==> config.mk <==
export PLATFORM = sky130hd
export DESIGN_NAME = tick_timer
export DESIGN_NICKNAME = d
export VERILOG_FILES = /design/src/rtl/tick_pkg.sv /design/src/rtl/tick_bus_if.sv /design/src/rtl/tick_counter.sv /design/src/rtl/tick_irq_ctl.sv /design/src/rtl/tick_timer.sv
export SDC_FILE = /design/constraint.sdc
export NUM_CORES = 1
export LEC_CHECK = 0
export ABC_CLOCK_PERIOD_IN_PS = 3600
export BUFFER_PORTS_ARGS = -buffer_cell sky130_fd_sc_hd__buf_2
export CAP_MARGIN = 20
export CORE_MARGIN = 5
export CORE_UTILIZATION = 30
export CTS_BUF_LIST = sky130_fd_sc_hd__clkbuf_4
export DETAILED_ROUTE_END_ITERATION = 10
export SLEW_MARGIN = 20
export SYNTH_ARGS = -nofsm -noshare
export SYNTH_HDL_FRONTEND = slang
export SYNTH_HIERARCHICAL = 1
export SYNTH_SLANG_ARGS = --single-unit
==> constraint.sdc <==
create_clock -name clk -period 3.6 [get_ports clk]
set_input_delay 0.18 -clock clk [delete_from_list [all_inputs] [get_ports clk]]
set_output_delay 0.18 -clock clk [all_outputs]
set_load 0.05 [all_outputs]
==> src/rtl/tick_pkg.sv <==
package tick_pkg;
    localparam int BUS_AW   = 5;
    localparam int BYTE_W   = 8;
    // byte offsets of the register windows
    localparam int OFS_CMP  = 4;
    localparam int OFS_CNT  = 8;
    localparam int OFS_CTRL = 23;
    localparam int OFS_ICTL = 27;
    // control byte bit positions
    localparam int CTL_RUN  = 0;
    localparam int CTL_AUTOZ = 1;
    localparam int CTL_MCLR = 2;
    // interrupt byte bit positions
    localparam int ICT_CLR  = 3;
    localparam int ICT_EN   = 4;
    localparam int ICT_PEND = 5;
endpackage

==> src/rtl/tick_bus_if.sv <==
module tick_bus_if
    import tick_pkg::*;
#(
    parameter int CNT_W = 32,
    localparam int NB   = CNT_W / BYTE_W
) (
    input  logic [BUS_AW-1:0] bus_addr,
    input  logic              bus_wr,
    input  logic [CNT_W-1:0]  cmp_val,
    input  logic [CNT_W-1:0]  cnt_val,
    input  logic [BYTE_W-1:0] ctl_rd,
    input  logic [BYTE_W-1:0] ict_rd,
    output logic [NB-1:0]     cmp_we,
    output logic [NB-1:0]     cnt_we,
    output logic              ctl_we,
    output logic              ict_we,
    output logic [BYTE_W-1:0] bus_rdata
);
    always_comb begin
        bus_rdata = '0;
        cmp_we    = '0;
        cnt_we    = '0;
        ctl_we    = bus_wr && (bus_addr == BUS_AW'(OFS_CTRL));
        ict_we    = bus_wr && (bus_addr == BUS_AW'(OFS_ICTL));
        for (int i = 0; i < NB; i++) begin
            // lowest address carries the most significant byte
            if (bus_addr == BUS_AW'(OFS_CMP + i)) begin
                cmp_we[i] = bus_wr;
                bus_rdata = cmp_val[(NB-1-i)*BYTE_W +: BYTE_W];
            end
            if (bus_addr == BUS_AW'(OFS_CNT + i)) begin
                cnt_we[i] = bus_wr;
                bus_rdata = cnt_val[(NB-1-i)*BYTE_W +: BYTE_W];
            end
        end
        if (bus_addr == BUS_AW'(OFS_CTRL)) bus_rdata = ctl_rd;
        if (bus_addr == BUS_AW'(OFS_ICTL)) bus_rdata = ict_rd;
    end

    // at most one register window answers a write
    always_comb begin
        wr_decode_chk: assert ($countones({cmp_we, cnt_we, ctl_we, ict_we}) <= 1);
    end
endmodule

==> src/rtl/tick_counter.sv <==
module tick_counter
    import tick_pkg::*;
#(
    parameter int CNT_W = 32,
    parameter int MCNT_W = 4,
    localparam int NB   = CNT_W / BYTE_W
) (
    input  logic              clk,
    input  logic              rst_n,
    input  logic              tick_i,
    input  logic [NB-1:0]     cmp_we,
    input  logic [NB-1:0]     cnt_we,
    input  logic              ctl_we,
    input  logic [BYTE_W-1:0] wdata,
    output logic [CNT_W-1:0]  cnt_val,
    output logic [CNT_W-1:0]  cmp_val,
    output logic [BYTE_W-1:0] ctl_rd,
    output logic              match_o
);
    typedef struct packed {
        logic [CNT_W-1:0]  cnt;
        logic [CNT_W-1:0]  cmp;
        logic              run;
        logic              autoz;
        logic [MCNT_W-1:0] mcnt;
    } cnt_st_t;

    cnt_st_t st_d, st_q;
    logic [CNT_W-1:0] inc_val;
    logic             match_d;

    always_comb begin
        st_d    = st_q;
        match_d = 1'b0;
        inc_val = st_q.cnt + CNT_W'(1);
        for (int i = 0; i < NB; i++) begin
            if (cmp_we[i]) st_d.cmp[(NB-1-i)*BYTE_W +: BYTE_W] = wdata;
        end
        if (|cnt_we) begin
            for (int i = 0; i < NB; i++) begin
                if (cnt_we[i]) st_d.cnt[(NB-1-i)*BYTE_W +: BYTE_W] = wdata;
            end
        end else if (st_q.run && tick_i) begin
            if (inc_val == st_q.cmp) begin
                match_d  = 1'b1;
                st_d.cnt = st_q.autoz ? '0 : inc_val;
            end else begin
                st_d.cnt = inc_val;
            end
        end
        if (ctl_we) begin
            st_d.run   = wdata[CTL_RUN];
            st_d.autoz = wdata[CTL_AUTOZ];
        end
        if (ctl_we && wdata[CTL_MCLR]) st_d.mcnt = '0;
        else if (match_d)               st_d.mcnt = st_q.mcnt + MCNT_W'(1);
    end

    always_ff @(posedge clk or negedge rst_n) begin
        if (!rst_n) st_q <= '0;
        else        st_q <= st_d;
    end

    assign cnt_val = st_q.cnt;
    assign cmp_val = st_q.cmp;
    assign match_o = match_d;
    assign ctl_rd  = {st_q.mcnt, {(BYTE_W-MCNT_W-2){1'b0}}, st_q.autoz, st_q.run};


    cnt_step_chk: assert property (@(posedge clk) disable iff (!rst_n)
        (st_q.run && tick_i && !(|cnt_we) && !st_q.autoz)
        |=> (cnt_val == $past(cnt_val) + CNT_W'(1)));

    cnt_hold_chk: assert property (@(posedge clk) disable iff (!rst_n)
        (!(st_q.run && tick_i) && !(|cnt_we)) |=> $stable(cnt_val));

    autoz_chk: assert property (@(posedge clk) disable iff (!rst_n)
        (match_o && st_q.autoz) |=> (cnt_val == '0));

    mcnt_inc_chk: assert property (@(posedge clk) disable iff (!rst_n)
        (match_o && !(ctl_we && wdata[CTL_MCLR]))
        |=> (ctl_rd[BYTE_W-1 -: MCNT_W] == $past(ctl_rd[BYTE_W-1 -: MCNT_W]) + MCNT_W'(1)));

    mcnt_clr_chk: assert property (@(posedge clk) disable iff (!rst_n)
        (ctl_we && wdata[CTL_MCLR]) |=> (ctl_rd[BYTE_W-1 -: MCNT_W] == '0));

    wr_prio_chk: assert property (@(posedge clk) disable iff (!rst_n)
        (|cnt_we) |-> !match_o);
endmodule

==> src/rtl/tick_irq_ctl.sv <==
module tick_irq_ctl
    import tick_pkg::*;
#(
    parameter int LVL_W = 3
) (
    input  logic              clk,
    input  logic              rst_n,
    input  logic              match_i,
    input  logic              we_i,
    input  logic [ICT_EN:0]   wdata_i,
    output logic [BYTE_W-1:0] ict_rd,
    output logic              irq_req_o,
    output logic [LVL_W-1:0]  irq_lvl_o
);
    typedef struct packed {
        logic             pend;
        logic             en;
        logic [LVL_W-1:0] lvl;
    } ict_st_t;

    ict_st_t st_d, st_q;

    always_comb begin
        st_d = st_q;
        if (we_i) begin
            st_d.en  = wdata_i[ICT_EN];
            st_d.lvl = wdata_i[LVL_W-1:0];
        end
        // a match wins over a same-cycle clear
        if (match_i)                       st_d.pend = 1'b1;
        else if (we_i && wdata_i[ICT_CLR]) st_d.pend = 1'b0;
    end

    always_ff @(posedge clk or negedge rst_n) begin
        if (!rst_n) st_q <= '0;
        else        st_q <= st_d;
    end

    assign irq_req_o = st_q.pend & st_q.en;
    assign irq_lvl_o = st_q.lvl;
    assign ict_rd    = {{(BYTE_W-ICT_PEND-1){1'b0}}, st_q.pend, st_q.en,
                        {(ICT_EN-LVL_W){1'b0}}, st_q.lvl};


    pend_set_chk: assert property (@(posedge clk) disable iff (!rst_n)
        match_i |=> ict_rd[ICT_PEND]);

    pend_clr_chk: assert property (@(posedge clk) disable iff (!rst_n)
        (we_i && wdata_i[ICT_CLR] && !match_i) |=> !ict_rd[ICT_PEND]);

    req_gate_chk: assert property (@(posedge clk) disable iff (!rst_n)
        (we_i && !wdata_i[ICT_EN]) |=> !irq_req_o);
endmodule

==> src/rtl/tick_timer.sv <==
module tick_timer
    import tick_pkg::*;
#(
    parameter int CNT_W  = 32,
    parameter int MCNT_W = 4,
    parameter int LVL_W  = 3,
    localparam int NB    = CNT_W / BYTE_W
) (
    input  logic              clk,
    input  logic              rst_n,
    input  logic              tick_stb,
    input  logic [BUS_AW-1:0] bus_addr,
    input  logic              bus_wr,
    input  logic [BYTE_W-1:0] bus_wdata,
    output logic [BYTE_W-1:0] bus_rdata,
    output logic              irq_req,
    output logic [LVL_W-1:0]  irq_level
);
    logic [NB-1:0]     cmp_we, cnt_we;
    logic              ctl_we, ict_we, match;
    logic [CNT_W-1:0]  cnt_val, cmp_val;
    logic [BYTE_W-1:0] ctl_rd, ict_rd;

    tick_bus_if #(.CNT_W(CNT_W)) u_bus (
        .bus_addr (bus_addr),
        .bus_wr   (bus_wr),
        .cmp_val  (cmp_val),
        .cnt_val  (cnt_val),
        .ctl_rd   (ctl_rd),
        .ict_rd   (ict_rd),
        .cmp_we   (cmp_we),
        .cnt_we   (cnt_we),
        .ctl_we   (ctl_we),
        .ict_we   (ict_we),
        .bus_rdata(bus_rdata)
    );

    tick_counter #(.CNT_W(CNT_W), .MCNT_W(MCNT_W)) u_cnt (
        .clk    (clk),
        .rst_n  (rst_n),
        .tick_i (tick_stb),
        .cmp_we (cmp_we),
        .cnt_we (cnt_we),
        .ctl_we (ctl_we),
        .wdata  (bus_wdata),
        .cnt_val(cnt_val),
        .cmp_val(cmp_val),
        .ctl_rd (ctl_rd),
        .match_o(match)
    );

    tick_irq_ctl #(.LVL_W(LVL_W)) u_irq (
        .clk      (clk),
        .rst_n    (rst_n),
        .match_i  (match),
        .we_i     (ict_we),
        .wdata_i  (bus_wdata[ICT_EN:0]),
        .ict_rd   (ict_rd),
        .irq_req_o(irq_req),
        .irq_lvl_o(irq_level)
    );
endmodule

# Yosys cells after proc, flatten, opt, wreduce, memory -nomap -nowiden
# Cells that the tools add are included.
# word_totals
regBits	75
inputBits	17
# op_classes
mux	33
addsub	2
n_eq_ne	15
bitwise_logic	1
reduce_logical	13
# op_table
operator	count
$mux 32	4
$mux 8	14
$add 32x1->32 const B	1
$eq 32x32->1	1
$eq 5x3->1 const B	4
$eq 5x4->1 const B	4
$mux 1	13
$eq 5x5->1 const B	2
$mux 4	2
$ne 2x2->1 const B	4
$reduce_and 2->1	4
$reduce_bool 2->1	3
$logic_and 1x1->1	5
$add 4x1->4 const B	1
$reduce_or 4->1	1
$and 1x1->1	1

# Depth between registers and ports, before layout
# depth
ltp_word	11
ltp_mapped	14

# By module
# Netlist, hierarchy kept.
# modules_own_cells
module	cells_each	n_inst	area_per_inst_um2
tick_counter	504	1	4583.1
tick_bus_if	152	1	953.4
tick_irq_ctl	19	1	236.5

# Worst setup path before layout
# Ideal clock, no wire load.
# synth_path
path_type	reg2reg
startpoint	register u_cnt.st_q (netlist bit u_cnt/cnt_val[5])
endpoint	register u_cnt.st_q (netlist bit u_cnt/cnt_val[5])
setup_ns	0.126
stages_incl_launch_ff	13
path_slack_ns	0.184
arrival_time_ns	3.290
period_less_slack_ns	3.416
path_cell_list	dfrtp_1 buf_4 nand3_4 or4_1 buf_2 or4_4 xnor2_1 o2111ai_1 or4b_1 or2_1 buf_2 nor3b_1 a221o_1
# synth_via
elab_chain_len	5
# synth_lines
item	line	rtl
start: declaration	tick_counter.sv:28	cnt_st_t st_d, st_q;
start signal: assignment	tick_counter.sv:61	else st_q <= st_d;
$add 32x1->32 (*)	tick_counter.sv:35	inc_val = st_q.cnt + CNT_W'(1);
$eq 32x32->1 / $mux 32 (equally long branches)	tick_counter.sv:44, tick_counter.sv:46	
$mux 32 (*)	tick_counter.sv:44	if (inc_val == st_q.cmp) begin
$mux 32 (*)	tick_counter.sv:43	end else if (st_q.run && tick_i) begin
$mux 32 (*)	tick_counter.sv:39	if (|cnt_we) begin
# Every way passes the cells marked *; elsewhere a longest branch is shown, timed or not. The select of a mux whose other input is x is not followed.
# A chain may end at the register's enable or synchronous reset.

# Final worst setup path
# layout_path
startpoint	register u_cnt.st_q (netlist bit u_cnt/cnt_val[1])
endpoint	register u_cnt.st_q (netlist bit u_cnt/cnt_val[5])
# Same word-level chain as after synthesis.

==> impl.org <==
** Yosys
- Mean post-synth cell area :: 8.55 µm²
- Distinct cell type count after synthesis :: 65
- Cell type with the highest aggregate area in the netlist :: sky130_fd_sc_hd__dfrtp_1
- Yosys attributes the largest share of cell area to sky130_fd_sc_hd__dfrtp_1 33%, sky130_fd_sc_hd__mux2_2 7.2%, sky130_fd_sc_hd__a221o_1 4.9%.
- The mapped netlist covers 5770 µm².
- Seq/Total Area, Yosys :: 32.5%
- In this run the biggest area consumer among cell types represents 32.5% of the synthesized area.
- Most frequent cell after synthesis :: sky130_fd_sc_hd__dfrtp_1
- Number of synthesized flops with an enable pin :: 0
- In the synthesized netlist the dominant register cell turns out to be sky130_fd_sc_hd__dfrtp_1.
- By count the netlist is led by 75 x sky130_fd_sc_hd__dfrtp_1, 67 x sky130_fd_sc_hd__nand2_1, 46 x sky130_fd_sc_hd__a21oi_1.
- After synthesis the netlist holds a flip-flop and latch count of 75.
- During synthesis, Yosys emitted a total of 6 warnings.
- For this run, asynchronously set or reset flops after synthesis account for 100%.
- The cell count after synthesis came out at 675.

** STA
- For the final database, setup skew stands at 0.0238 ns.
- Measured against its own limit, the worst slew margin works out to 38.9%.
- Based on the critical path, the design can be clocked at up to 286 MHz.
- Post-layout minimum cycle time :: 3.49 ns
- In the final timing run, aggregate negative setup slack is 0 ns.
- The count of final max-slew check failures came to 0.
- Hold violation count in the final report :: 0
- Final setup violation count :: 0
- Setup repair after global routing left no endpoint under its margin.
- At the pin with the least slew margin, the transition time is 0.913 ns.
- The worst path uses 97.0% of the clock period.

** Run status
- The flow ran to the end, and the final reports show no timing, DRC or antenna violations.

** Global route
- Vias in the first global route :: 5354
- Grt total ovfl :: 0
- Pin count of the biggest net entering global routing :: 76
- Global routing consumed, over all layers together, 18.6% of the routing resources.
- Number of antenna violations at the first check in global routing :: 1
- Global-route wire length before repair :: 31800 µm

** Routing
- Detailed routing inserted a total of 5667 vias.
- Routed vias/inst :: 5.84
- Remaining antenna violation count after routing :: 0
- Wires add up to 20200 µm.
- First-iteration detailed-routing DRC count :: 725
- In the routed design, unresolved DRC markers number 0.
- Detailed-routing iteration count for the pre-antenna-repair pass :: 6
- Wire length per cell after detailed routing :: 20.8 µm

** Critical path
- The worst setup path is launched from a register.
- The critical path is of the register to register type.
- STA classifies the critical path endpoint as a register.
- Required time at the endpoint of the critical path :: 3.98 ns
- Critical Path Fanout Max :: 10
- For the worst setup path, the data arrival time is 3.87 ns.

** Finish
- Counting the fill cells in the layout gives 1988.
- With fillers left out, the area of the finished cells amounts to 6510 µm².
- Number of non-filler instances in the completed layout :: 971
- Relative to the synthesized area, the layout overhead comes to 12.7%.
- Of the cells placed in the final design, the portion with a size suffix greater than 1 is 19.2%.
- For this run, the share of the core covered by cells in the final layout is 34.6%.
- At the end of the flow, the number of nets in the layout was 725.

** CTS
- The clock reaches the later pin of the worst-skew pair after 0.47 ns.
- After clock tree synthesis, the clock-pin slew on the worst setup and hold paths is 0.13 ns.
- The clock passes through at most 2 buffers.
- Number of clock sinks :: 75
- The H-tree was split into 3 levels.
- The number of clock buffers added by TritonCTS is 9.
- Setup Fix Bufs, Post-CTS :: 0
- Root Driver :: sky130_fd_sc_hd__clkbuf_4
- TritonCTS clock tree :: done

** Pwr
- Standby leakage power :: 2.67 nW
- Relative contribution of sequential cells to total power :: 41.8%
- Of the total power, the share spent switching nets is 40.3%.
- The internal portion of the total power is 0.00159 W.
- For this design the ratio of total power to cell area is 410 nW/µm².
- Clock power share :: 19.6%
- Of the total power, combinational logic draws 38.6%.
- Highest ir drop seen on vdd :: 0.178 mV
- PnR Total Power :: 0.00267 W
- Switching pwr :: 0.00107 W

** Floorplanning
- The region available for standard cell placement spans 18800 µm².
- Die Span X :: 149 µm
- The die is 149 µm tall.
- The floorplan has 50 rows.
- The initial utilization of the core area, before any placement, comes to 30.7%.
- In this run the count of I/O pins placed on the die edge is 29.
- Die ar. :: 22100 µm²

** Placement
- After detailed placement, the design holds a cell count of 953.
- Detailed placement ended at an HPWL of 14900 µm.
- Instance area at placement :: 6340 µm²
- Placer's final routability congestion estimate :: 0.990
- During placement, the flow inserted port buffers numbering 28.

** Job
- Max_cap viols :: 0

** Worst hold path
- Class of the worst hold path :: input pin to register
## metrics by stage
step,hold WS (ns),setup slack [ns]
6_report,0.0988,0.107
5_1_grt,0.0796,0.000980
4_1_cts,0.0567,0.0987
3_5_place_dp,0.411,0.138
3_3_place_gp,0.407,0.180
2_1_floorplan,-0.116,0.184
## final timing paths
kind | startpoint | to | slack [ns] | depth (start not counted)
min reg2reg | u_irq/ict_rd[5] | u_irq/ict_rd[5] | 0.54 | 1
max in group asynchronous | rst_n | u_cnt/cnt_val[13] | 2.78 | 3
max | u_cnt/cnt_val[1] | u_cnt/cnt_val[5] | 0.11 | 11
min | bus_wdata[1] | u_cnt/ctl_rd[1] | 0.1 | 3
min in group asynchronous | rst_n | u_cnt/cnt_val[27] | 0.21 | 2
max reg2reg | u_cnt/cnt_val[1] | u_cnt/cnt_val[5] | 0.11 | 11
## per-layer routing
metal  track usage (%)  vias to the layer above  wire (µm)
met1              24.7                     2754       8790
met3              2.65                       53       1230
met5                 0                        -          0
li1                  -                     2603          -
met4              10.3                        0        943
met2              29.2                      257       9250
## sequential cells by signal (all words and copies together) (netlist names)
register	flops
u_irq/irq_lvl_o	3
u_cnt/cnt_val	32
u_cnt/ctl_rd	6
u_irq/ict_rd	2
u_cnt/cmp_val	32
## area by class of cell
cell class              count  area, µm²  share of cell area, %
diodes                      1       2.50                 0.0384
clock buffers               9       67.6                   1.04
clock inverters             6       57.6                  0.884
inverters                  15       56.3                  0.865
multi-input cells         530       3580                   55.1
flip-flops and latches     75       1880                   28.8
well taps                 260        325                   5.00
repair buffers             75        539                   8.29
## power groups by stage
stage	logic, W	clock network (W)	registers [W]
global route	0.00111	0.000572	0.00113
floorplan	0.000690	0	0.00109
CTS	0.00101	0.000546	0.00111
finish	0.00103	0.000523	0.00112
detailed placement	0.00100	0	0.00113
global placement	0.00100	0	0.00113
## placed cells by master (no fill, tap or decap), types with 4 or more instances in the layout
master	n
sky130_fd_sc_hd__a211o_1	8
sky130_fd_sc_hd__nor4_2	4
sky130_fd_sc_hd__dfrtp_1	75
sky130_fd_sc_hd__nor4_1	8
sky130_fd_sc_hd__a222oi_1	6
sky130_fd_sc_hd__buf_2	27
sky130_fd_sc_hd__clkbuf_4	9
sky130_fd_sc_hd__a22oi_1	8
sky130_fd_sc_hd__o21ai_0	40
sky130_fd_sc_hd__o211ai_1	8
sky130_fd_sc_hd__nand4_1	16
sky130_fd_sc_hd__inv_1	15
sky130_fd_sc_hd__nor2_1	33
sky130_fd_sc_hd__xnor2_1	23
sky130_fd_sc_hd__or3_1	23
sky130_fd_sc_hd__o21ai_1	5
sky130_fd_sc_hd__and2_1	5
sky130_fd_sc_hd__nor3_1	15
sky130_fd_sc_hd__nand3_1	21
sky130_fd_sc_hd__a221o_1	28
sky130_fd_sc_hd__mux2i_1	10
sky130_fd_sc_hd__nand2_1	67
sky130_fd_sc_hd__nand2b_1	7
sky130_fd_sc_hd__conb_1	5
sky130_fd_sc_hd__a31oi_1	4
sky130_fd_sc_hd__xor2_1	20
sky130_fd_sc_hd__buf_4	43
sky130_fd_sc_hd__mux2_2	37
sky130_fd_sc_hd__a22o_1	10
sky130_fd_sc_hd__and3_1	10
sky130_fd_sc_hd__o22ai_1	8
sky130_fd_sc_hd__a21oi_1	46
sky130_fd_sc_hd__and4_1	8
## cells by family after synthesis
logic type / share of synthesized area, %
multiplexers: 8.95
flip-flops: 32.5
buffers and inverters: 6.09
adder cells (fa/ha/maj): 0.607
AND/OR/NAND/NOR: 22.0
XOR/XNOR: 6.52
other: 0.130
AO/OA/AOI/OAI: 23.2
## what timing repair did
item                                    in CTS  in global routing
hold buffers                                 1                  0
endpoints found under the setup margin       0                 34
resized for setup                            0                  4
endpoints found under the hold margin       75                  0
## critical path, cell delays in order (launching register included)
cell and delay [ns]:
sky130_fd_sc_hd__dfrtp_1 0.43, sky130_fd_sc_hd__ha_1 0.20, sky130_fd_sc_hd__nand4_1 0.21, sky130_fd_sc_hd__nor4_2 0.33, sky130_fd_sc_hd__buf_4 0.24, sky130_fd_sc_hd__nand4_1 0.23, sky130_fd_sc_hd__xnor2_1 0.25, sky130_fd_sc_hd__o2111ai_1 0.15
sky130_fd_sc_hd__or4b_1 0.58, sky130_fd_sc_hd__or2_1 0.33, sky130_fd_sc_hd__nor3b_1 0.18, sky130_fd_sc_hd__a221o_1 0.27
Power figures use the tool's default switching activity.
